$ cat src/rtl/spi_mm_pkg.sv
package spi_mm_pkg;

    parameter int DATA_W = 8;
    parameter int DIV_W  = 8;
    localparam int EDGE_W = $clog2(2 * DATA_W);

    // Role of the slave-select pin
    typedef enum logic [1:0] {
        SSM_3WIRE    = 2'b00,
        SSM_4W_IN    = 2'b01,
        SSM_4W_CSOUT = 2'b10,
        SSM_RSVD     = 2'b11
    } ss_mode_e;

    typedef struct packed {
        logic             master;
        logic             cpol;
        logic             cpha;
        ss_mode_e         ssm;
        logic             cs_lvl;
        logic [DIV_W-1:0] div;
    } spi_cfg_t;

    localparam spi_cfg_t CFG_RESET = '{
        master: 1'b0,
        cpol:   1'b0,
        cpha:   1'b0,
        ssm:    SSM_4W_IN,
        cs_lvl: 1'b1,
        div:    '0
    };

    // Sampling happens on the leading edge for phase 0, on the trailing edge for phase 1
    function automatic logic is_sample_edge(input logic leading, input logic cpha);
        return leading ^ cpha;
    endfunction

    function automatic logic slave_selected(input ss_mode_e m, input logic ss_n);
        return (m == SSM_4W_IN) ? ~ss_n : 1'b1;
    endfunction

endpackage

$ cat src/rtl/spi_mm_sync.sv
module spi_mm_sync #(
    parameter int           W       = 1,
    parameter logic [W-1:0] RST_VAL = '0
) (
    input  logic         clk,
    input  logic         rst,
    input  logic [W-1:0] d,
    output logic [W-1:0] q
);
    logic [W-1:0] stage1;

    always_ff @(posedge clk) begin
        if (rst) begin
            stage1 <= RST_VAL;
            q      <= RST_VAL;
        end else begin
            stage1 <= d;
            q      <= stage1;
        end
    end
endmodule

$ cat src/rtl/spi_mm_clkdiv.sv
module spi_mm_clkdiv #(
    parameter int DIV_W = 8
) (
    input  logic             clk,
    input  logic             rst,
    input  logic             run,
    input  logic [DIV_W-1:0] div,
    output logic             tick
);
    logic [DIV_W-1:0] cnt;

    assign tick = run && (cnt == div);

    always_ff @(posedge clk) begin
        if (rst) begin
            cnt <= '0;
        end else if (!run || tick) begin
            cnt <= '0;
        end else begin
            cnt <= cnt + 1'b1;
        end
    end
endmodule

$ cat src/rtl/spi_mm_shifter.sv
module spi_mm_shifter
    import spi_mm_pkg::*;
#(
    parameter int DW = DATA_W
) (
    input  logic          clk,
    input  logic          rst,
    input  logic          clear,
    input  logic          load,
    input  logic [DW-1:0] load_data,
    input  logic          start,
    input  logic          edge_ev,
    input  logic          leading,
    input  logic          cpha,
    input  logic          sdi,
    output logic          sdo,
    output logic          active,
    output logic          fin,
    output logic [DW-1:0] rx_byte
);
    localparam int EW   = $clog2(2 * DW);
    localparam int LAST = 2 * DW - 1;

    logic [DW-1:0] sh;
    logic [DW-1:0] rxs;
    logic [EW-1:0] edge_idx;
    logic          sample;
    logic          at_last;

    assign sample  = is_sample_edge(leading, cpha);
    assign at_last = (edge_idx == EW'(LAST));
    assign fin     = edge_ev && at_last && !clear;
    assign sdo     = sh[DW-1];

    always_ff @(posedge clk) begin
        if (rst) begin
            sh       <= '0;
            rxs      <= '0;
            edge_idx <= '0;
            active   <= 1'b0;
            rx_byte  <= '0;
        end else begin
            if (clear) begin
                edge_idx <= '0;
                active   <= 1'b0;
            end else begin
                if (edge_ev) begin
                    if (sample) begin
                        rxs <= {rxs[DW-2:0], sdi};
                    end else if (!(cpha && edge_idx == '0)) begin
                        sh <= {sh[DW-2:0], 1'b0};
                    end
                    if (at_last) begin
                        edge_idx <= '0;
                        active   <= 1'b0;
                        rx_byte  <= sample ? {rxs[DW-2:0], sdi} : rxs;
                    end else begin
                        edge_idx <= edge_idx + 1'b1;
                        active   <= 1'b1;
                    end
                end
                if (start) begin
                    active <= 1'b1;
                end
            end
            if (load) begin
                sh <= load_data;
            end
        end
    end
endmodule

$ cat src/rtl/spi_mm_ctrl.sv
module spi_mm_ctrl
    import spi_mm_pkg::*;
#(
    parameter int DW = DATA_W,
    parameter int VW = DIV_W
) (
    input  logic          clk,
    input  logic          rst,
    input  logic          cfg_wr,
    input  logic          cfg_master,
    input  logic          cfg_cpol,
    input  logic          cfg_cpha,
    input  logic [1:0]    cfg_ssm,
    input  logic          cfg_cs_lvl,
    input  logic [VW-1:0] cfg_div,
    input  logic          tx_wr,
    input  logic [DW-1:0] tx_data,
    input  logic          flag_clr,
    output logic [DW-1:0] rx_data,
    output logic          busy,
    output logic          xfer_done,
    output logic          mode_fault,
    output logic          wr_collide,
    output logic          master_active,
    input  logic          sck_i,
    output logic          sck_o,
    output logic          sck_oe,
    input  logic          mosi_i,
    output logic          mosi_o,
    output logic          mosi_oe,
    input  logic          miso_i,
    output logic          miso_o,
    output logic          miso_oe,
    input  logic          ss_n_i,
    output logic          ss_n_o,
    output logic          ss_n_oe
);
    spi_cfg_t cfg_q;
    spi_cfg_t cfg_in;
    logic     sck_q, sck_d;
    logic     sck_s, mosi_s, ss_s;
    logic     slave_sel, fault_cond;
    logic     m_run, tick, s_edge, edge_ev, leading, sdi;
    logic     eng_clear, m_start, s_load, eng_act, fin, sdo;

    always_comb begin
        cfg_in.master = cfg_master;
        cfg_in.cpol   = cfg_cpol;
        cfg_in.cpha   = cfg_cpha;
        cfg_in.ssm    = ss_mode_e'(cfg_ssm);
        cfg_in.cs_lvl = cfg_cs_lvl;
        cfg_in.div    = cfg_div;
    end

    spi_mm_sync #(.W(3), .RST_VAL(3'b001)) u_sync (
        .clk (clk),
        .rst (rst),
        .d   ({sck_i, mosi_i, ss_n_i}),
        .q   ({sck_s, mosi_s, ss_s})
    );

    assign slave_sel  = slave_selected(cfg_q.ssm, ss_s);
    assign fault_cond = cfg_q.master && (cfg_q.ssm == SSM_4W_IN) && !ss_s;
    assign m_run      = cfg_q.master && eng_act;

    spi_mm_clkdiv #(.DIV_W(VW)) u_div (
        .clk  (clk),
        .rst  (rst),
        .run  (m_run),
        .div  (cfg_q.div),
        .tick (tick)
    );

    assign s_edge    = !cfg_q.master && slave_sel && (sck_s != sck_d);
    assign edge_ev   = cfg_q.master ? tick : s_edge;
    assign leading   = cfg_q.master ? (sck_q == cfg_q.cpol) : (sck_d == cfg_q.cpol);
    assign sdi       = cfg_q.master ? miso_i : mosi_s;
    assign eng_clear = cfg_wr || fault_cond || (!cfg_q.master && !slave_sel);
    assign m_start   = cfg_q.master && tx_wr && !eng_act && !eng_clear;
    assign s_load    = !cfg_q.master && tx_wr && !eng_act;

    spi_mm_shifter #(.DW(DW)) u_shift (
        .clk       (clk),
        .rst       (rst),
        .clear     (eng_clear),
        .load      (m_start || s_load),
        .load_data (tx_data),
        .start     (m_start),
        .edge_ev   (edge_ev),
        .leading   (leading),
        .cpha      (cfg_q.cpha),
        .sdi       (sdi),
        .sdo       (sdo),
        .active    (eng_act),
        .fin       (fin),
        .rx_byte   (rx_data)
    );

    always_ff @(posedge clk) begin
        if (rst) begin
            cfg_q      <= CFG_RESET;
            sck_q      <= 1'b0;
            sck_d      <= 1'b0;
            xfer_done  <= 1'b0;
            mode_fault <= 1'b0;
            wr_collide <= 1'b0;
        end else begin
            sck_d <= sck_s;
            if (flag_clr) begin
                xfer_done  <= 1'b0;
                mode_fault <= 1'b0;
                wr_collide <= 1'b0;
            end
            if (fin) begin
                xfer_done <= 1'b1;
            end
            if (tx_wr && eng_act) begin
                wr_collide <= 1'b1;
            end
            if (cfg_wr) begin
                cfg_q <= cfg_in;
            end
            if (fault_cond) begin
                cfg_q.master <= 1'b0;
                mode_fault   <= 1'b1;
            end
            if (!m_run) begin
                sck_q <= cfg_q.cpol;
            end else if (tick) begin
                sck_q <= ~sck_q;
            end
        end
    end

    assign busy          = eng_act;
    assign master_active = cfg_q.master;
    assign sck_o         = sck_q;
    assign sck_oe        = cfg_q.master;
    assign mosi_o        = sdo;
    assign mosi_oe       = cfg_q.master;
    assign miso_o        = sdo;
    assign miso_oe       = !cfg_q.master && slave_sel;
    assign ss_n_o        = cfg_q.cs_lvl;
    assign ss_n_oe       = cfg_q.master && (cfg_q.ssm == SSM_4W_CSOUT);

endmodule

$ cat config.mk
export PLATFORM = sky130hd
export DESIGN_NAME = spi_mm_ctrl
export DESIGN_NICKNAME = d
export VERILOG_FILES = /design/src/rtl/spi_mm_pkg.sv /design/src/rtl/spi_mm_sync.sv /design/src/rtl/spi_mm_clkdiv.sv /design/src/rtl/spi_mm_shifter.sv /design/src/rtl/spi_mm_ctrl.sv
export SDC_FILE = /design/constraint.sdc
export NUM_CORES = 1
export LEC_CHECK = 0
export BUFFER_PORTS_ARGS = -buffer_cell sky130_fd_sc_hd__buf_2
export CORE_UTILIZATION = 25
export CTS_CLUSTER_SIZE = 10
export DETAILED_ROUTE_END_ITERATION = 12
export PLACE_DENSITY = 0.49
export REMOVE_ABC_BUFFERS = 1
export SLEW_MARGIN = 20
export SYNTH_ARGS = -nofsm -noshare
export SYNTH_HDL_FRONTEND = slang
export SYNTH_SLANG_ARGS = --single-unit
export TNS_END_PERCENT = 10
$ cat constraint.sdc
create_clock -name clk -period 2 [get_ports clk]
set_input_delay 0.1 -clock clk [delete_from_list [all_inputs] [get_ports clk]]
set_output_delay 0.1 -clock clk [all_outputs]
set_load 0.01 [all_outputs]
==> results.toml, run 1 <==
[status]
status = "finished with violations"
violations = "design-rule violations"

[grt]
grt_antenna_before_repair = 0
grt_pass1_vias = 2158
grtUsageMet3_pct = 2.47
grt_max_degree = 21
grt_use_met2_pct = 18.0
track_usage_pct = 12.1
grt_overflow_total = 0
grt_use_met1_pct = 15.9
grt_pass1_wl_um = 10800
gr-max-usage-layer = "met2"

[sta]
period_needed_ns = 1.88
fmax_ghz = 0.531
tightest_slew_ns = 0.515
skew_ns = 0.00499
slew_headroom_pct = 65.7
setup_ws_ns = 0.117
fin_crit_sh_pct = 94.1
setup-tns-final_ns = 0
slew_violations = 0
setup_viol_count_final = 0
hold_viol_final = 0
rsz0062_at_grt = "false"

[detailed_routing]
wire_per_inst_um = 13.3
wirelength_um = 6700
first_iter_violations = 63
ant_nets = 0
drc = 1
vias_per_cell = 4.53
vias = 2286
first_pass_iters = 8

[logic_synthesis]
netlist-cell-type-count = 49
yosysSeqAreaShare_pct = 42.5
postSynthCellCount = 292
ys.warnings.count = 0
synth_area_mm2 = 0.00292
yosys_register_bits = 62
avgSynthCellArea_um2 = 10.0

[cts]
postCtsSetupRepairBufs = 0
cts_buffers = 9
cts_tree = "yes"
insertion_delay_ns = 0.33
cts_root_buffer = "clkbuf_16"
cts_sinks = 62
clkTransAtPathRegs_ns = 0.05
htree_num_levels = 3
clock_path_buffers = 2

[power]
ir_drop_v = 0.000372
p_total_mw = 3.39
leakage_nw = 1.54
p_per_area_mw_per_mm2 = 898

[die]
io_pins = 52
core_region_area_mm2 = 0.0114
start_util_pct = 25.6
fp.dieW_um = 110
rows = 39
die_area_mm2 = 0.0121
die_h_um = 110

[worst_setup_path]
endpoint_kind = "flop"
cp_slowest_cell = "dfxtp_1"
reg2reg_depth = 5
cp-endpoint = "u_shift.sh[0]$_SDFFE_PP0P_"
path_class = "reg2reg"
required_ns = 2.22
reg2reg_to = "u_shift.sh[0]$_SDFFE_PP0P_"
cp_data_arrival_time_ns = 2.11
crit_chain = "mux2i_2 > xor2_1 > mux2_2 > a21o_4 > a41o_1"
cpPeakStageDelay_ns = 0.42
cp_max_fo = 8
rrSetupSlack_ns = 0.12
reg2reg_from = "master_active$_SDFFE_PP0P_"
crit_path_start_kind = "flop"
worstSetupStartpoint = "master_active$_SDFFE_PP0P_"

[placed_design]
port_buffers = 51
hpwl_um = 5040
place_congestion = 0.741
place_ws_ns = 0.0818

[finish]
diodes = 0
drive_gt1_share_pct = 29.0
nNetsFinal = 391
syn_to_final_growth_pct = 29.4
postLayoutCoreUtil_pct = 33.1

[min_path]
hold_path_class = "in2reg"

[flow_run]
max-cap-violations = 0
==> worst max-delay path, delay by kind of cell, from the launching register on <==
kind,cells,cell delay (ns)
AOI/OAI and AO/OA,2,0.46
xor gates and xnor gates,1,0.18
DFF,1,0.42
muxes,2,0.72
==> metrics by stage <==
step / hold slack (ns) / cells / cell area [um^2]
floorplan: 0.169 / 276 / 2820
finish: 0.00472 / 505 / 3780
global route: 0.0105 / 505 / 3780
detailed placement: 0.296 / 483 / 3370
CTS: 0.00291 / 505 / 3770
global placement: 0.293 / 483 / 3370
==> kinds of logic after synthesis <==
family / Yosys count / share of synthesized area, %
mux: 47 / 16.6
simple gates: 91 / 17.3
compound gates: 49 / 12.3
buf+inv: 21 / 3.94
xor+xnor: 19 / 6.17
flops: 62 / 42.5
fa+ha+maj: 3 / 1.29
==> cells in the mapped netlist, drive strengths merged <==
cell type	n	area share [%]
buf	10	2.5
nand4bb	1	0.39
o31ai	1	0.26
nor3b	1	0.26
o21a	1	0.26
nor2b	8	1.7
and4	1	0.30
xnor2	11	3.3
mux2	11	4.2
or3b	1	0.30
nand2	18	2.4
xor2	7	2.1
and2	1	0.21
mux2i	36	12
or2	3	0.64
or3	2	0.47
nand4b	1	0.51
nand4	3	1.2
a21o	2	0.81
xnor3	1	0.77
nand2b	3	0.64
clkbuf	6	0.77
nor2	24	3.2
ha	3	1.3
o21ai	3	0.51
nor3	7	1.2
dfxtp	62	43
o211a	1	0.34
inv	5	0.64
nand3	11	1.9
nor4b	1	0.81
a21oi	13	2.6
and3	4	0.86
a2111o	1	0.39
a211oi	22	5.7
and3b	1	0.34
o211ai	3	0.77
a311oi	1	0.30
a41o	1	0.34
==> flip-flops by register name, indices dropped and copies added (netlist names), 3 cells and up <==
signal and flops:
u_shift.sh 8, u_div.cnt 8, u_shift.rxs 8, cfg_q 12, u_sync.stage1 3, u_sync.q 3, u_shift.edge_idx 4, u_shift.rx_byte 8
==> layer usage <==
layer,share of wire [%],vias up
li1,-,1180
met1,49,1058
met5,0,-
met2,46,40
met4,1.7,0
met3,3.2,8
==> power by group <==
group          switching (mW)  internal [mW]  total, mW
registers              0.0260           1.27       1.30
logic                   0.151          0.154      0.305
clock network           0.570           1.22       1.79
==> worst min-delay path by stage <==
stage	start	to	slack (ns)	depth (start not counted)
floorplan	rst	mode_fault$_SDFFE_PP0P_	0.17	1
global placement	ss_n_i	u_sync.stage1[0]$_SDFF_PP1_	0.29	2
detailed placement	ss_n_i	u_sync.stage1[0]$_SDFF_PP1_	0.30	2
CTS	cfg_div[0]	cfg_q[0]$_SDFFE_PP0P_	0.003	3
global route	cfg_div[2]	cfg_q[2]$_SDFFE_PP0P_	0.01	3
finish	cfg_div[1]	cfg_q[1]$_SDFFE_PP0P_	0.005	3
==> layout by cell type, fill, tap and decap left out, types with 2 or more instances in the layout <==
master,netlist,routed
bufinv_16,0,3
buf_4,5,12
nor3_1,7,7
nand3_1,11,11
a21oi_1,12,12
clkbuf_16,0,9
a211oi_1,22,22
dlygate4sd3_1,0,6
buf_2,2,51
nor2_1,23,23
mux2i_1,36,35
xnor2_1,11,11
mux2_2,11,11
nand2_1,17,17
or2_2,2,2
inv_1,5,5
clkinv_4,0,2
nand4_1,2,2
and3_1,4,4
nor2b_1,8,8
o21ai_0,3,3
xor2_1,7,7
dfxtp_1,62,62
o211ai_1,3,3
nand2b_1,3,3
ha_1,3,3
==> final cells by class <==
class / count / area (um^2)
clock inverters: 7 / 121
multi-input cells: 209 / 1570
well taps: 143 / 179
fillers: 1216 / 7640
flip-flops and latches: 62 / 1240
clock buffers: 9 / 225
inverters: 5 / 18.8
repair buffers: 70 / 425
==> repair_timing <==
action	4_1_cts	5_1_grt
endpoints found under the setup margin	0	3
resized for setup	0	1
hold buffers	6	0
hold endpoints to repair	6	0
Note: power is estimated with default switching activity, not from simulation.
==> inputs of run 2 (changes only) <==
CORE_ASPECT_RATIO = 0.9   (was not set)
==> run 2 against run 1 <==
The flow now finishes without violations. Largest power group unchanged. Clock power shrank 6%. Combinational power about the same. Critical path type unchanged. Maximum frequency fell by 1.4%. Core utilization is 0.19 points higher. Via count is 0.79% higher. Register-to-register slack got worse by 0.03 ns. Count of clock-buffer cells in the layout rose by 2. Cell count increased by 3.0%. Wire length grew 3.8%. Power down 3.0%. Global-route usage increased by 0.67 points.
==> results.toml, run 2 (synthesis gave the netlist of run 1 again) <==
[die]
die_area_mm2 = 0.0121
io_pins = 52
fp.dieW_um = 116
die_h_um = 105
start_util_pct = 25.6
rows = 37
core_region_area_mm2 = 0.0114

[cts]
cts_buffers = 9
clock_path_buffers = 2
htree_num_levels = 3
cts_root_buffer = "clkbuf_16"
cts_tree = "yes"
cts_sinks = 62
insertion_delay_ns = 0.33
clkTransAtPathRegs_ns = 0.06

[placed_design]
hpwl_um = 5080
place_ws_ns = 0.104
port_buffers = 51
place_congestion = 0.724

[min_path]
hold_path_class = "in2reg"

[finish]
top_register = "cfg_q"
fillers = 1218
final_common_cell = "dfxtp_1"
diodes = 0
postLayoutCoreUtil_pct = 33.3
drive_gt1_share_pct = 28.6
syn_to_final_growth_pct = 29.8
nNetsFinal = 393
largest_register_ffs = 12
mostFrequentLayoutCells = "62 x dfxtp_1, 51 x buf_2, 36 x mux2i_1"

[detailed_routing]
first_iter_violations = 98
vias_per_cell = 4.43
first_pass_iters = 4
drc = 0
ant_nets = 0
vias = 2304
wirelength_um = 6950
wire_per_inst_um = 13.4

[worst_setup_path]
crit_chain = "mux2i_1 > xor2_1 > mux2_2 > a21o_4 > a41o_1"
crit_path_start_kind = "flop"
cpPeakStageDelay_ns = 0.44
cp_num_buf_inv = 0
cp_max_fo = 8
cp_slowest_cell = "mux2_2"
cp_data_arrival_time_ns = 2.14
critPathTopFamily = "multiplexers"
path_class = "reg2reg"
required_ns = 2.23
endpoint_kind = "flop"

[sta]
fin_crit_sh_pct = 95.5
slew_headroom_pct = 68.5
setup_viol_count_final = 0
slew_violations = 0
tightest_slew_ns = 0.471
setup-tns-final_ns = 0
hold_viol_final = 0
skew_ns = 0.00635
fmax_ghz = 0.524
period_needed_ns = 1.91
whs_ns = 0.00794
rsz0062_at_grt = "true"
setup_ws_ns = 0.0909

[power]
p_total_mw = 3.29
leakage_nw = 1.52
ir_drop_v = 0.000339
p_per_area_mw_per_mm2 = 869

[grt]
track_usage_pct = 12.8
grt_overflow_total = 0
grt_max_degree = 27
grt_antenna_before_repair = 0
grt_pass1_wl_um = 11600
grt_pass1_vias = 2234

[status]
status = "complete, no violations"

[flow_run]
max-cap-violations = 0
-- run 2: area by class of cell --
| class | count | area (um^2) | area share [%] |
|---|---|---|---|
| clock buffer | 11 | 243 | 6.40 |
| clock inverter | 5 | 82.6 | 2.18 |
| inverter | 5 | 18.8 | 0.495 |
| multi-input combinational | 209 | 1580 | 41.6 |
| sequential | 62 | 1240 | 32.8 |
| tap | 156 | 195 | 5.15 |
| timing repair buffer | 72 | 433 | 11.4 |
-- run 2: tightest hold or removal path, cell delays in order --
cell     delay (ns)
buf_2          0.07
mux2i_1        0.05
nor2_1         0.07
-- run 2: report_power, final --
part           total (mW)  internal, mW  switching (mW)  leakage (nW)
Sequential           1.30          1.27          0.0252         0.505
Clock                1.69          1.12           0.564         0.148
Combinational       0.308         0.155           0.153         0.868
Total                3.29          2.55           0.743          1.52
-- run 2: stage by stage --
| stage | cell area, um^2 | cells |
|---|---|---|
| global placement | 3370 | 496 |
| floorplan | 2820 | 276 |
| CTS | 3780 | 520 |
| finish | 3790 | 520 |
| detailed placement | 3370 | 496 |
| global route | 3790 | 520 |
-- run 2: final timing paths --
| path | from | to | slack, ns | cells after the start |
|---|---|---|---|---|
| worst max-delay path | master_active$_SDFFE_PP0P_ | u_shift.sh[0]$_SDFFE_PP0P_ | 0.09 | 5 |
| worst min register to register | u_sync.stage1[0]$_SDFF_PP1_ | u_sync.q[0]$_SDFF_PP1_ | 0.41 | 1 |
| worst max register to register | master_active$_SDFFE_PP0P_ | u_shift.sh[0]$_SDFFE_PP0P_ | 0.09 | 5 |
| worst min-delay path | cfg_div[1] | cfg_q[1]$_SDFFE_PP0P_ | 0.008 | 3 |
-- run 2: per-layer routing --
| layer | global-route usage, % | wire length, um | vias up |
|---|---|---|---|
| met5 | 0 | 0 | - |
| met4 | 7.69 | 178 | 0 |
| met3 | 2.96 | 290 | 12 |
| met2 | 17.7 | 2960 | 44 |
| met1 | 17.7 | 3520 | 1062 |
| li1 | - | - | 1186 |
-- run 2: what timing repair did --
action | in CTS | in global routing
hold buffers | 8 | 0
buffers inserted | 0 | 0
resized for setup | 0 | 2
endpoints found under the hold margin | 8 | 0
setup endpoints to repair | 0 | 16
==> inputs of run 3 (changes only) <==
CTS_BUF_LIST = sky130_fd_sc_hd__clkbuf_16   (was not set)
==> run 3 against run 2 <==
Sequential power barely moved. Largest power group unchanged. Die area did not move. Clock power fell by 3%. Sequential share of layout area rose by 0.087 points. Register-to-register slack barely moved. Core utilization fell by 0.088 points. Combinational power barely moved. Hold slack barely moved. Via count barely moved.
==> results.toml, run 3 (synthesis gave the netlist of run 1 again) <==
[status]
status = "complete, no violations"

[grt]
grt_max_degree = 27
grt_pass1_wl_um = 11600
grt_antenna_before_repair = 0
track_usage_pct = 12.8
grt_pass1_vias = 2234
grt_overflow_total = 0

[die]
core_region_area_mm2 = 0.0114
rows = 37
start_util_pct = 25.6
die_h_um = 105
io_pins = 52
die_area_mm2 = 0.0121
fp.dieW_um = 116

[worst_setup_path]
required_ns = 2.23
cp_data_arrival_time_ns = 2.14
reg2reg_depth = 5
reg2reg_from = "master_active$_SDFFE_PP0P_"
reg2reg_to = "u_shift.sh[0]$_SDFFE_PP0P_"
cp_max_fo = 8
endpoint_kind = "flop"
crit_path_start_kind = "flop"
rrSetupSlack_ns = 0.09
path_class = "reg2reg"

[detailed_routing]
drc = 0
first_pass_iters = 4
vias_per_cell = 4.43
vias = 2305
wire_per_inst_um = 13.4
ant_nets = 0
wirelength_um = 6960
first_iter_violations = 98

[finish]
syn_to_final_growth_pct = 29.4
top_register = "cfg_q"
nNetsFinal = 393
mostFrequentLayoutCells = "62 x dfxtp_1, 51 x buf_2, 36 x mux2i_1"
final_common_cell = "dfxtp_1"
diodes = 0
largest_register_ffs = 12
multi_input_area_mm2 = 0.00158
final_cells = 520
postLayoutCoreUtil_pct = 33.2
register_area_mm2 = 0.00124
fillers = 1219
drive_gt1_share_pct = 28.3

[power]
p_per_area_mw_per_mm2 = 860
p_total_mw = 3.25
ir_drop_v = 0.000338
leakage_nw = 1.52

[cts]
cts_sinks = 62
cts_root_buffer = "clkbuf_16"
cts_tree = "yes"
postCtsSetupRepairBufs = 0
insertion_delay_ns = 0.33
clkTransAtPathRegs_ns = 0.06
cts_buffers = 9
clock_path_buffers = 2
htree_num_levels = 3

[sta]
setup_ws_ns = 0.0901
fmax_ghz = 0.524
whs_ns = 0.00811
slew_violations = 0
setup_viol_count_final = 0
fin_crit_sh_pct = 95.5
skew_ns = 0.00669
rsz0062_at_grt = "true"
tightest_slew_ns = 0.472
slew_headroom_pct = 68.5
hold_viol_final = 0
period_needed_ns = 1.91

[placed_design]
port_buffers = 51
place_ws_ns = 0.104
place_congestion = 0.724
placed_cells = 496
hpwl_um = 5080

[min_path]
hold_path_class = "in2reg"
hold_end = "cfg_q[1]$_SDFFE_PP0P_"
hp-start = "cfg_div[1]"
min_path_cells = 3

[flow_run]
max-cap-violations = 0
run 3: report_power, final:
part           internal [mW]  total, mW  switching, mW
Sequential              1.27       1.30         0.0252
Clock                   1.08       1.64          0.563
Combinational          0.155      0.309          0.154
run 3: metrics by stage:
step | setup TNS, ns | instance area (um^2)
6_report | 0 | 3780
3_3_place_gp | 0 | 3370
5_1_grt | -0.140 | 3780
2_1_floorplan | -2.08 | 2820
3_5_place_dp | 0 | 3370
4_1_cts | 0 | 3770
run 3: metal layers:
layer / global-route usage (%) / vias up / share of wire [%]
li1: - / 1185 / -
met4: 7.69 / 0 / 2.6
met2: 17.7 / 42 / 42
met1: 17.7 / 1066 / 51
met5: 0 / - / 0
met3: 2.96 / 12 / 3.8
run 3: critical path: stages, from the launching register on:
cell and delay [ns]:
dfxtp_1 0.37, mux2i_1 0.33, xor2_1 0.20, mux2_2 0.44, a21o_4 0.25, a41o_1 0.22
run 3: cell type report:
type	instances	area share, %
repair buffers	72	11.5
clock inverters	7	2.38
flip-flops and latches	62	32.8
inverters	5	0.497
multi-input cells	209	41.7
well taps	156	5.16
clock buffers	9	5.96
run 3: timing repair:
action	in CTS	in global routing
hold buffers	8	0
hold endpoints to repair	8	0
setup endpoints to repair	0	16
gates resized for setup	0	2
run 3: how the worst max path moves through the flow:
stage | startpoint | endpoint | slack (ns) | depth (start not counted)
after floorplan | master_active$_SDFFE_PP0P_ | u_shift.rxs[0]$_SDFFE_PP0P_ | -0.19 | 5
after CTS | master_active$_SDFFE_PP0P_ | u_shift.rxs[3]$_SDFFE_PP0P_ | 0.06 | 6
after detailed placement | master_active$_SDFFE_PP0P_ | u_shift.sh[0]$_SDFFE_PP0P_ | 0.10 | 5
after global routing | master_active$_SDFFE_PP0P_ | u_shift.rx_byte[0]$_SDFFE_PP0P_ | -0.04 | 7
after global placement | master_active$_SDFFE_PP0P_ | u_shift.sh[0]$_SDFFE_PP0P_ | 0.08 | 5
final | master_active$_SDFFE_PP0P_ | u_shift.sh[0]$_SDFFE_PP0P_ | 0.09 | 5
